[config.mk]
export PLATFORM = sky130hd
export DESIGN_NAME = gpio_irq_route
export DESIGN_NICKNAME = d
export VERILOG_FILES = /design/src/rtl/gpio_irq_pkg.sv /design/src/rtl/gpio_sync_edge.sv /design/src/rtl/gpio_cpu_route.sv /design/src/rtl/gpio_irq_route.sv
export SDC_FILE = /design/constraint.sdc
export NUM_CORES = 1
export LEC_CHECK = 0
export CAP_MARGIN = 5
export CORE_ASPECT_RATIO = 1.2
export CORE_MARGIN = 2
export CORE_UTILIZATION = 33
export CTS_BUF_LIST = sky130_fd_sc_hd__clkbuf_8 sky130_fd_sc_hd__clkbuf_16
export CTS_CLUSTER_SIZE = 8
export DETAILED_ROUTE_END_ITERATION = 8
export GPL_TIMING_DRIVEN = 1
export PLACE_DENSITY_LB_ADDON = 0.15
export SLEW_MARGIN = 20
export SYNTH_ARGS = -nofsm -noshare
export SYNTH_HDL_FRONTEND = slang
export SYNTH_SLANG_ARGS = --single-unit
[constraint.sdc]
create_clock -name clk -period 17.3 [get_ports clk]
set_clock_uncertainty 0.1 [all_clocks]
set_input_delay 3.46 -clock clk [delete_from_list [all_inputs] [get_ports clk]]
set_output_delay 3.46 -clock clk [all_outputs]
set_load 0.01 [all_outputs]
[src/rtl/gpio_irq_pkg.sv]
package gpio_irq_pkg;
  localparam int PORTS  = 4;
  localparam int PINS   = 8;
  localparam int LINES  = PORTS * PINS;
  localparam int LANES  = 4;
  localparam int WORD_W = 32;

  typedef enum logic [1:0] {
    TRIG_OFF  = 2'b00,
    TRIG_FALL = 2'b01,
    TRIG_RISE = 2'b10,
    TRIG_BOTH = 2'b11
  } trig_e;

  // byte lane that carries port p in 8-bit-per-pin words
  function automatic int lane_of_port(int p, int rev);
    return (rev != 0) ? (LANES - 1 - p) : p;
  endfunction

  // port held by half h of trigger word w
  function automatic int port_of_half(int w, int h, int rev);
    return 2 * w + (h ^ rev);
  endfunction
endpackage

[src/rtl/gpio_sync_edge.sv]
module gpio_sync_edge
  import gpio_irq_pkg::*;
#(
  parameter int N = LINES
) (
  input  logic           clk,
  input  logic           rst_n,
  input  logic [N-1:0]   pin_i,
  input  logic [2*N-1:0] trig_i,
  output logic [N-1:0]   evt_o
);
  logic [N-1:0] meta_q, sync_q, prev_q;
  logic [N-1:0] meta_d, sync_d, prev_d;
  logic [N-1:0] rise, fall;

  always_comb begin
    meta_d = pin_i;
    sync_d = meta_q;
    prev_d = sync_q;
  end

  always_ff @(posedge clk or negedge rst_n) begin
    if (!rst_n) begin
      meta_q <= '0;
      sync_q <= '0;
      prev_q <= '0;
    end else begin
      meta_q <= meta_d;
      sync_q <= sync_d;
      prev_q <= prev_d;
    end
  end

  assign rise = sync_q & ~prev_q;
  assign fall = ~sync_q & prev_q;

  for (genvar n = 0; n < N; n++) begin : g_line
    trig_e t;
    assign t = trig_e'(trig_i[2*n +: 2]);
    assign evt_o[n] = (rise[n] && (t == TRIG_RISE || t == TRIG_BOTH)) ||
                      (fall[n] && (t == TRIG_FALL || t == TRIG_BOTH));
  end
endmodule

[src/rtl/gpio_cpu_route.sv]
module gpio_cpu_route
  import gpio_irq_pkg::*;
#(
  parameter int NUM_CPUS = 2,
  parameter int ADDR_W   = 3,
  parameter bit REVERSED = 1'b0
) (
  input  logic                clk,
  input  logic                rst_n,
  input  logic                wr_i,
  input  logic [ADDR_W-1:0]   addr_i,
  input  logic [LANES-1:0]    be_i,
  input  logic [WORD_W-1:0]   wdata_i,
  input  logic [LINES-1:0]    status_i,
  input  logic [LINES-1:0]    armed_i,
  output logic [WORD_W-1:0]   rdata_o,
  output logic [NUM_CPUS-1:0] irq_o
);
  localparam int REV_I = REVERSED ? 1 : 0;

  logic [NUM_CPUS-1:0][WORD_W-1:0] rd_words;
  logic [LINES-1:0] live;

  assign live = status_i & armed_i;

  for (genvar c = 0; c < NUM_CPUS; c++) begin : g_cpu
    logic [LINES-1:0] mask_q, mask_d;
    logic             hit;

    assign hit = wr_i && (addr_i == ADDR_W'(c));

    for (genvar i = 0; i < WORD_W; i++) begin : g_bit
      localparam int P = lane_of_port(i / PINS, REV_I);
      localparam int L = PINS * P + (i % PINS);
      assign mask_d[L]      = (hit && be_i[i / PINS]) ? wdata_i[i] : mask_q[L];
      assign rd_words[c][i] = mask_q[L];
    end

    always_ff @(posedge clk or negedge rst_n) begin
      if (!rst_n)   mask_q <= '1;
      else if (hit) mask_q <= mask_d;
    end

    assign irq_o[c] = |(live & mask_q);
  end

  always_comb begin
    rdata_o = '0;
    for (int c = 0; c < NUM_CPUS; c++) begin
      if (addr_i == ADDR_W'(c)) rdata_o = rd_words[c];
    end
  end
endmodule

[src/rtl/gpio_irq_route.sv]
module gpio_irq_route
  import gpio_irq_pkg::*;
#(
  parameter int MASK_BYTES = 8,
  parameter int ADDR_W     = 3,
  parameter bit REVERSED   = 1'b0,
  localparam int NUM_CPUS  = MASK_BYTES / LANES
) (
  input  logic                clk,
  input  logic                rst_n,
  input  logic [LINES-1:0]    gpio_i,
  input  logic                bus_wr_i,
  input  logic                bus_region_i,
  input  logic [ADDR_W-1:0]   bus_addr_i,
  input  logic [LANES-1:0]    bus_be_i,
  input  logic [WORD_W-1:0]   bus_wdata_i,
  output logic [WORD_W-1:0]   bus_rdata_o,
  output logic [NUM_CPUS-1:0] irq_o
);
  localparam int REV_I    = REVERSED ? 1 : 0;
  localparam int EN_WORDS = 2;
  localparam int ST_WORD  = 2;

  // reset: asserted asynchronously, released on the clock
  logic [1:0] rst_sync_q;
  logic       rst_core_n;

  always_ff @(posedge clk or negedge rst_n) begin
    if (!rst_n) rst_sync_q <= '0;
    else        rst_sync_q <= {rst_sync_q[0], 1'b1};
  end
  assign rst_core_n = rst_sync_q[1];

  logic wr_main, wr_mask;
  assign wr_main = bus_wr_i && !bus_region_i;
  assign wr_mask = bus_wr_i &&  bus_region_i;

  // trigger fields, two bits per line, line-indexed
  logic [2*LINES-1:0] en_q, en_d;
  logic [EN_WORDS-1:0] en_hit;
  logic [EN_WORDS-1:0][WORD_W-1:0] en_word;
  logic en_ce;

  for (genvar w = 0; w < EN_WORDS; w++) begin : g_enw
    assign en_hit[w] = wr_main && (bus_addr_i == ADDR_W'(w));
    for (genvar i = 0; i < WORD_W; i++) begin : g_bit
      localparam int P   = port_of_half(w, i / 16, REV_I);
      localparam int IDX = 2 * (PINS * P + (i % 16) / 2) + (i % 2);
      assign en_word[w][i] = en_q[IDX];
      assign en_d[IDX] = (en_hit[w] && bus_be_i[i / PINS]) ? bus_wdata_i[i] : en_q[IDX];
    end
  end
  assign en_ce = |en_hit;

  always_ff @(posedge clk or negedge rst_core_n) begin
    if (!rst_core_n) en_q <= '0;
    else if (en_ce)  en_q <= en_d;
  end

  logic [LINES-1:0] armed;
  for (genvar n = 0; n < LINES; n++) begin : g_arm
    assign armed[n] = |en_q[2*n +: 2];
  end

  // edge detection
  logic [LINES-1:0] evt;
  gpio_sync_edge #(.N(LINES)) u_edge (
    .clk    (clk),
    .rst_n  (rst_core_n),
    .pin_i  (gpio_i),
    .trig_i (en_q),
    .evt_o  (evt)
  );

  // sticky pending bits, write-one-to-clear, new event has priority
  logic [LINES-1:0] st_q, st_d, clr;
  logic [WORD_W-1:0] st_word;
  logic st_hit, st_ce;

  assign st_hit = wr_main && (bus_addr_i == ADDR_W'(ST_WORD));

  for (genvar i = 0; i < WORD_W; i++) begin : g_st
    localparam int P = lane_of_port(i / PINS, REV_I);
    localparam int L = PINS * P + (i % PINS);
    assign st_word[i] = st_q[L];
    assign clr[L] = st_hit && bus_be_i[i / PINS] && bus_wdata_i[i];
  end

  always_comb begin
    st_d  = (st_q & ~clr) | evt;
    st_ce = (|clr) || (|evt);
  end

  always_ff @(posedge clk or negedge rst_core_n) begin
    if (!rst_core_n) st_q <= '0;
    else if (st_ce)  st_q <= st_d;
  end

  // per-core routing
  logic [WORD_W-1:0] mask_rdata;
  gpio_cpu_route #(
    .NUM_CPUS (NUM_CPUS),
    .ADDR_W   (ADDR_W),
    .REVERSED (REVERSED)
  ) u_route (
    .clk      (clk),
    .rst_n    (rst_core_n),
    .wr_i     (wr_mask),
    .addr_i   (bus_addr_i),
    .be_i     (bus_be_i),
    .wdata_i  (bus_wdata_i),
    .status_i (st_q),
    .armed_i  (armed),
    .rdata_o  (mask_rdata),
    .irq_o    (irq_o)
  );

  // read mux
  logic [WORD_W-1:0] main_rdata;
  always_comb begin
    main_rdata = '0;
    if (bus_addr_i == ADDR_W'(0))            main_rdata = en_word[0];
    else if (bus_addr_i == ADDR_W'(1))       main_rdata = en_word[1];
    else if (bus_addr_i == ADDR_W'(ST_WORD)) main_rdata = st_word;
    bus_rdata_o = bus_region_i ? mask_rdata : main_rdata;
  end
endmodule

==> results.txt <==
The flow ran to the end, and the final reports show no timing, DRC or antenna violations. The clock transition at the registers of the reported paths is 0.05 ns. 0 antenna diodes ended up in the layout.

The number of nets at the end of the flow came out at 1087. The mapped cell area is 0.0110 mm2. The region available for standard cell placement spans 0.0331 mm2. The cell type of the slowest stage on the worst timing path is sky130_fd_sc_hd__or3_1. The relative area change from synthesis to final layout came out at 24.9%. The post-layout instance count excluding filler cells is 1492. The quantity of I/O buffers inserted on ports came out at 108. The initial antenna violation count came out at 1.

The cell family contributing the most delay on the critical path is buffers and inverters. The async set-reset flop share out of synthesis is 100%. The maximum number of buffers from clock root to sink came out at 3.

For this block, the via count after detailed routing is 7789. The vertical die dimension is 204 um. On the worst path, the slowest cell contributes a delay of 0.83 ns.

The data arrival time at the worst-slack endpoint came out at 6.56 ns. The floorplan has 73 rows. The total power of the final layout came out at 0.00173 W. STA puts the critical path data required time at 13.74 ns. The clock buffer count from CTS is 38. The routability congestion estimate from global placement is 0.803. The average wire per cell in the routed design came out at 22.9 um. The post-synthesis cell type count came out at 32. The leakage power of the design is 5.71 nW. The count of endpoints failing hold in the final timing report is 0. The number of nets handed over by synthesis was 965.

Counting instances, the worst hold path has a depth of 0. In this run the horizontal extent of the chip is 171 um. The minimum setup slack among reg-to-reg paths came out at 14.61 ns. The number of ports placed on the die boundary is 109. The register bit total from synthesis is 258.

Leaving out fill and tap cells, the most frequent cell in the layout is sky130_fd_sc_hd__dfrtp_1. Walking the worst path, the cells encountered are buf_2, buf_4, or3_1, o21ai_0, o22ai_1, clkdlybuf4s50_1. The clock root buffer is sky130_fd_sc_hd__clkbuf_16.

The sequential share of the synthesized area came out at 59.3%. Before antenna repair, the detailed router went through 6 iterations. The quantity of gates resized following cts came out at 0. The H-tree was split into 2 levels. The total detailed-routing wirelength came out at 34200 um. After detailed routing, the number of remaining DRC violations is 0. The first global-routing pass estimated 51700 um of wire. The filler cells instantiated in the layout total 3236.

The final worst slack came out at 7.18 ns. The worst register-to-register path ends at u_edge.meta_q[31]$_DFF_PN0_. The clock drives 258 sinks. The hold-critical path endpoint is u_edge.prev_d[2]$_DFF_PN0_. IR analysis of the VDD net gives a maximum drop of 0.0000600 V.

Measured on the finished design, the core utilization comes to 41.6%. The relative slew slack came out at 36.2%. After layout, the worst path uses 58.5% of the clock period.

The detailed router's first-iteration violation count is 568. The sum of buffers and inverters on the critical path came out at 3. The count of mapped cells out of synthesis is 890. The number of hold-repair buffers added at the cts stage came out at 0. For the worst-skew pair, the clock arrives at the later sink with an insertion delay of 0.52 ns. The cell count after placement is 1420. The pin count of the biggest net entering global routing is 76. The path depth of the worst reg2reg path came out at 2. The final max-slew violation count came out at 0. The worst setup path is launched from an input port.

The power density normalized to cell area is 126 mW/mm2. The tightest min-delay check is of the reg -> reg type. The total global routing overflow is 0.

The count of yosys warnings during synthesis came out at 0. The vias per cell is 5.22. The total area of sequential cells is 0.00654 mm2. In the layout the commonest cells are sky130_fd_sc_hd__dfrtp_1 (193), sky130_fd_sc_hd__mux2_2 (126), sky130_fd_sc_hd__clkdlybuf4s50_1 (107). The worst-case setup slack after placement came out at 7.01 ns. The via count of the first global-routing pass came out at 7842. The average footprint of a synthesized cell is 12.4 um2. For this run, the leading register cell type out of synthesis is sky130_fd_sc_hd__dfrtp_1. TritonCTS built the clock tree. The total half-perimeter wirelength after legalization and detailed placement is 23300 um. The summed negative setup slack over all endpoints is 0 ns. Setup repair after global routing left no endpoint under its margin. The multi-input logic area came out at 0.00431 mm2.

In this run the most critical hold path is launched from u_edge.meta_q[2]$_DFF_PN0_. The highest clock frequency the design can meet came out at 98.8 MHz. The effective utilization at floorplan came out at 33.3%. After clock tree synthesis, the setup repair step added 0 buffers. The sort of element at the end of the critical path is an output pin. In this run the critical register-to-register path is launched from rst_sync_q[1]$_DFF_PN0_.

The number of synthesized flops with an enable pin is 0. The measured slew at the worst slew-check pin is 0.955 ns. The detail route stage leaves a number of antenna-violating nets equal to 0. The share of layout cells above drive strength 1 came out at 25.2%. In this run the worst path has a maximum fanout of 44. The max-capacitance violation count is 0. The final critical delay including setup and external delays is 10.12 ns. The total routing usage reported by global routing came out at 20.2%.

The area of the die is 0.0349 mm2. By startpoint and endpoint, the worst setup path is classified as in -> out. The number of failing setup endpoints in the final timing report is 0.
registers in the layout, indices dropped and copies added, names as in the netlist:
signal and flops:
en_q 64, u_edge.prev_d 32, u_edge.prev_q 32, rst_sync_q 2, u_route.g_cpu.mask_q 64, st_q 32
u_edge.meta_q 32
metrics by stage:
step	hold WS, ns	cell area [um2]
detailed placement	0.235	12600
CTS	0.245	13700
finish	0.244	13800
floorplan	0.231	11000
global placement	0.232	12600
global route	0.250	13800
Yosys cell counts, drive strengths merged (17+ instances only):
cell type | instances | area [um2]
dfrtp | 194 | 4850
a21o | 30 | 225
nor2b | 18 | 113
o22ai | 30 | 188
o21ai | 62 | 310
nor2 | 19 | 71.3
dfstp | 64 | 1680
nand3b | 30 | 225
o211ai | 64 | 480
a22o | 17 | 149
a21oi | 17 | 85.1
mux2 | 128 | 1440
nand2 | 98 | 408
clkbuf | 29 | 109
mux2i | 32 | 320
worst register-to-register path: stages, from the launching register on:
cell and delay, ns:
sky130_fd_sc_hd__dfrtp_4 0.96, sky130_fd_sc_hd__buf_4 0.67, sky130_fd_sc_hd__buf_4 0.87
report_power, final:
part	switching [W]	internal, W
clock network	0.000265	0.000425
logic	0.000111	0.000122
registers	0.0000963	0.000708
cell families after synthesis:
| group | Yosys count | synth area share, % |
|---|---|---|
| AO/OA/AOI/OAI | 222 | 13.2 |
| AND/OR/NAND/NOR | 199 | 9.71 |
| other | 1 | 0.0340 |
| multiplexers | 160 | 16.0 |
| flip-flops | 258 | 59.3 |
| buffers and inverters | 50 | 1.74 |
metal layers:
| metal | vias to the layer above | global-route usage, % | wire (um) |
|---|---|---|---|
| li1 | 3520 | - | - |
| met2 | 235 | 34.1 | 16800 |
| met5 | - | 0 | 0 |
| met3 | 46 | 3.23 | 1810 |
| met4 | 0 | 5.75 | 756 |
| met1 | 3988 | 26.8 | 14800 |
worst max-delay path by stage:
| stage | cells past startpoint | startpoint | end | slack [ns] |
|---|---|---|---|---|
| global placement | 7 | bus_addr_i[0] | bus_rdata_o[16] | 7.02 |
| global route | 6 | bus_addr_i[0] | bus_rdata_o[18] | 7.02 |
| floorplan | 6 | bus_addr_i[1] | bus_rdata_o[13] | 9.00 |
| finish | 6 | bus_addr_i[0] | bus_rdata_o[18] | 7.18 |
| detailed placement | 7 | bus_addr_i[0] | bus_rdata_o[17] | 7.01 |
| CTS | 7 | bus_addr_i[0] | bus_rdata_o[17] | 6.98 |
final cells by class:
| type | count | area share [%] |
|---|---|---|
| flip-flops and latches | 258 | 47.5 |
| multi-input cells | 582 | 31.3 |
| repair buffers | 117 | 8.39 |
| clock buffers | 42 | 7.55 |
| well taps | 450 | 4.09 |
| clock inverters | 28 | 0.764 |
| inverters | 15 | 0.409 |
No activity file was read; power rests on OpenSTA's default activity.
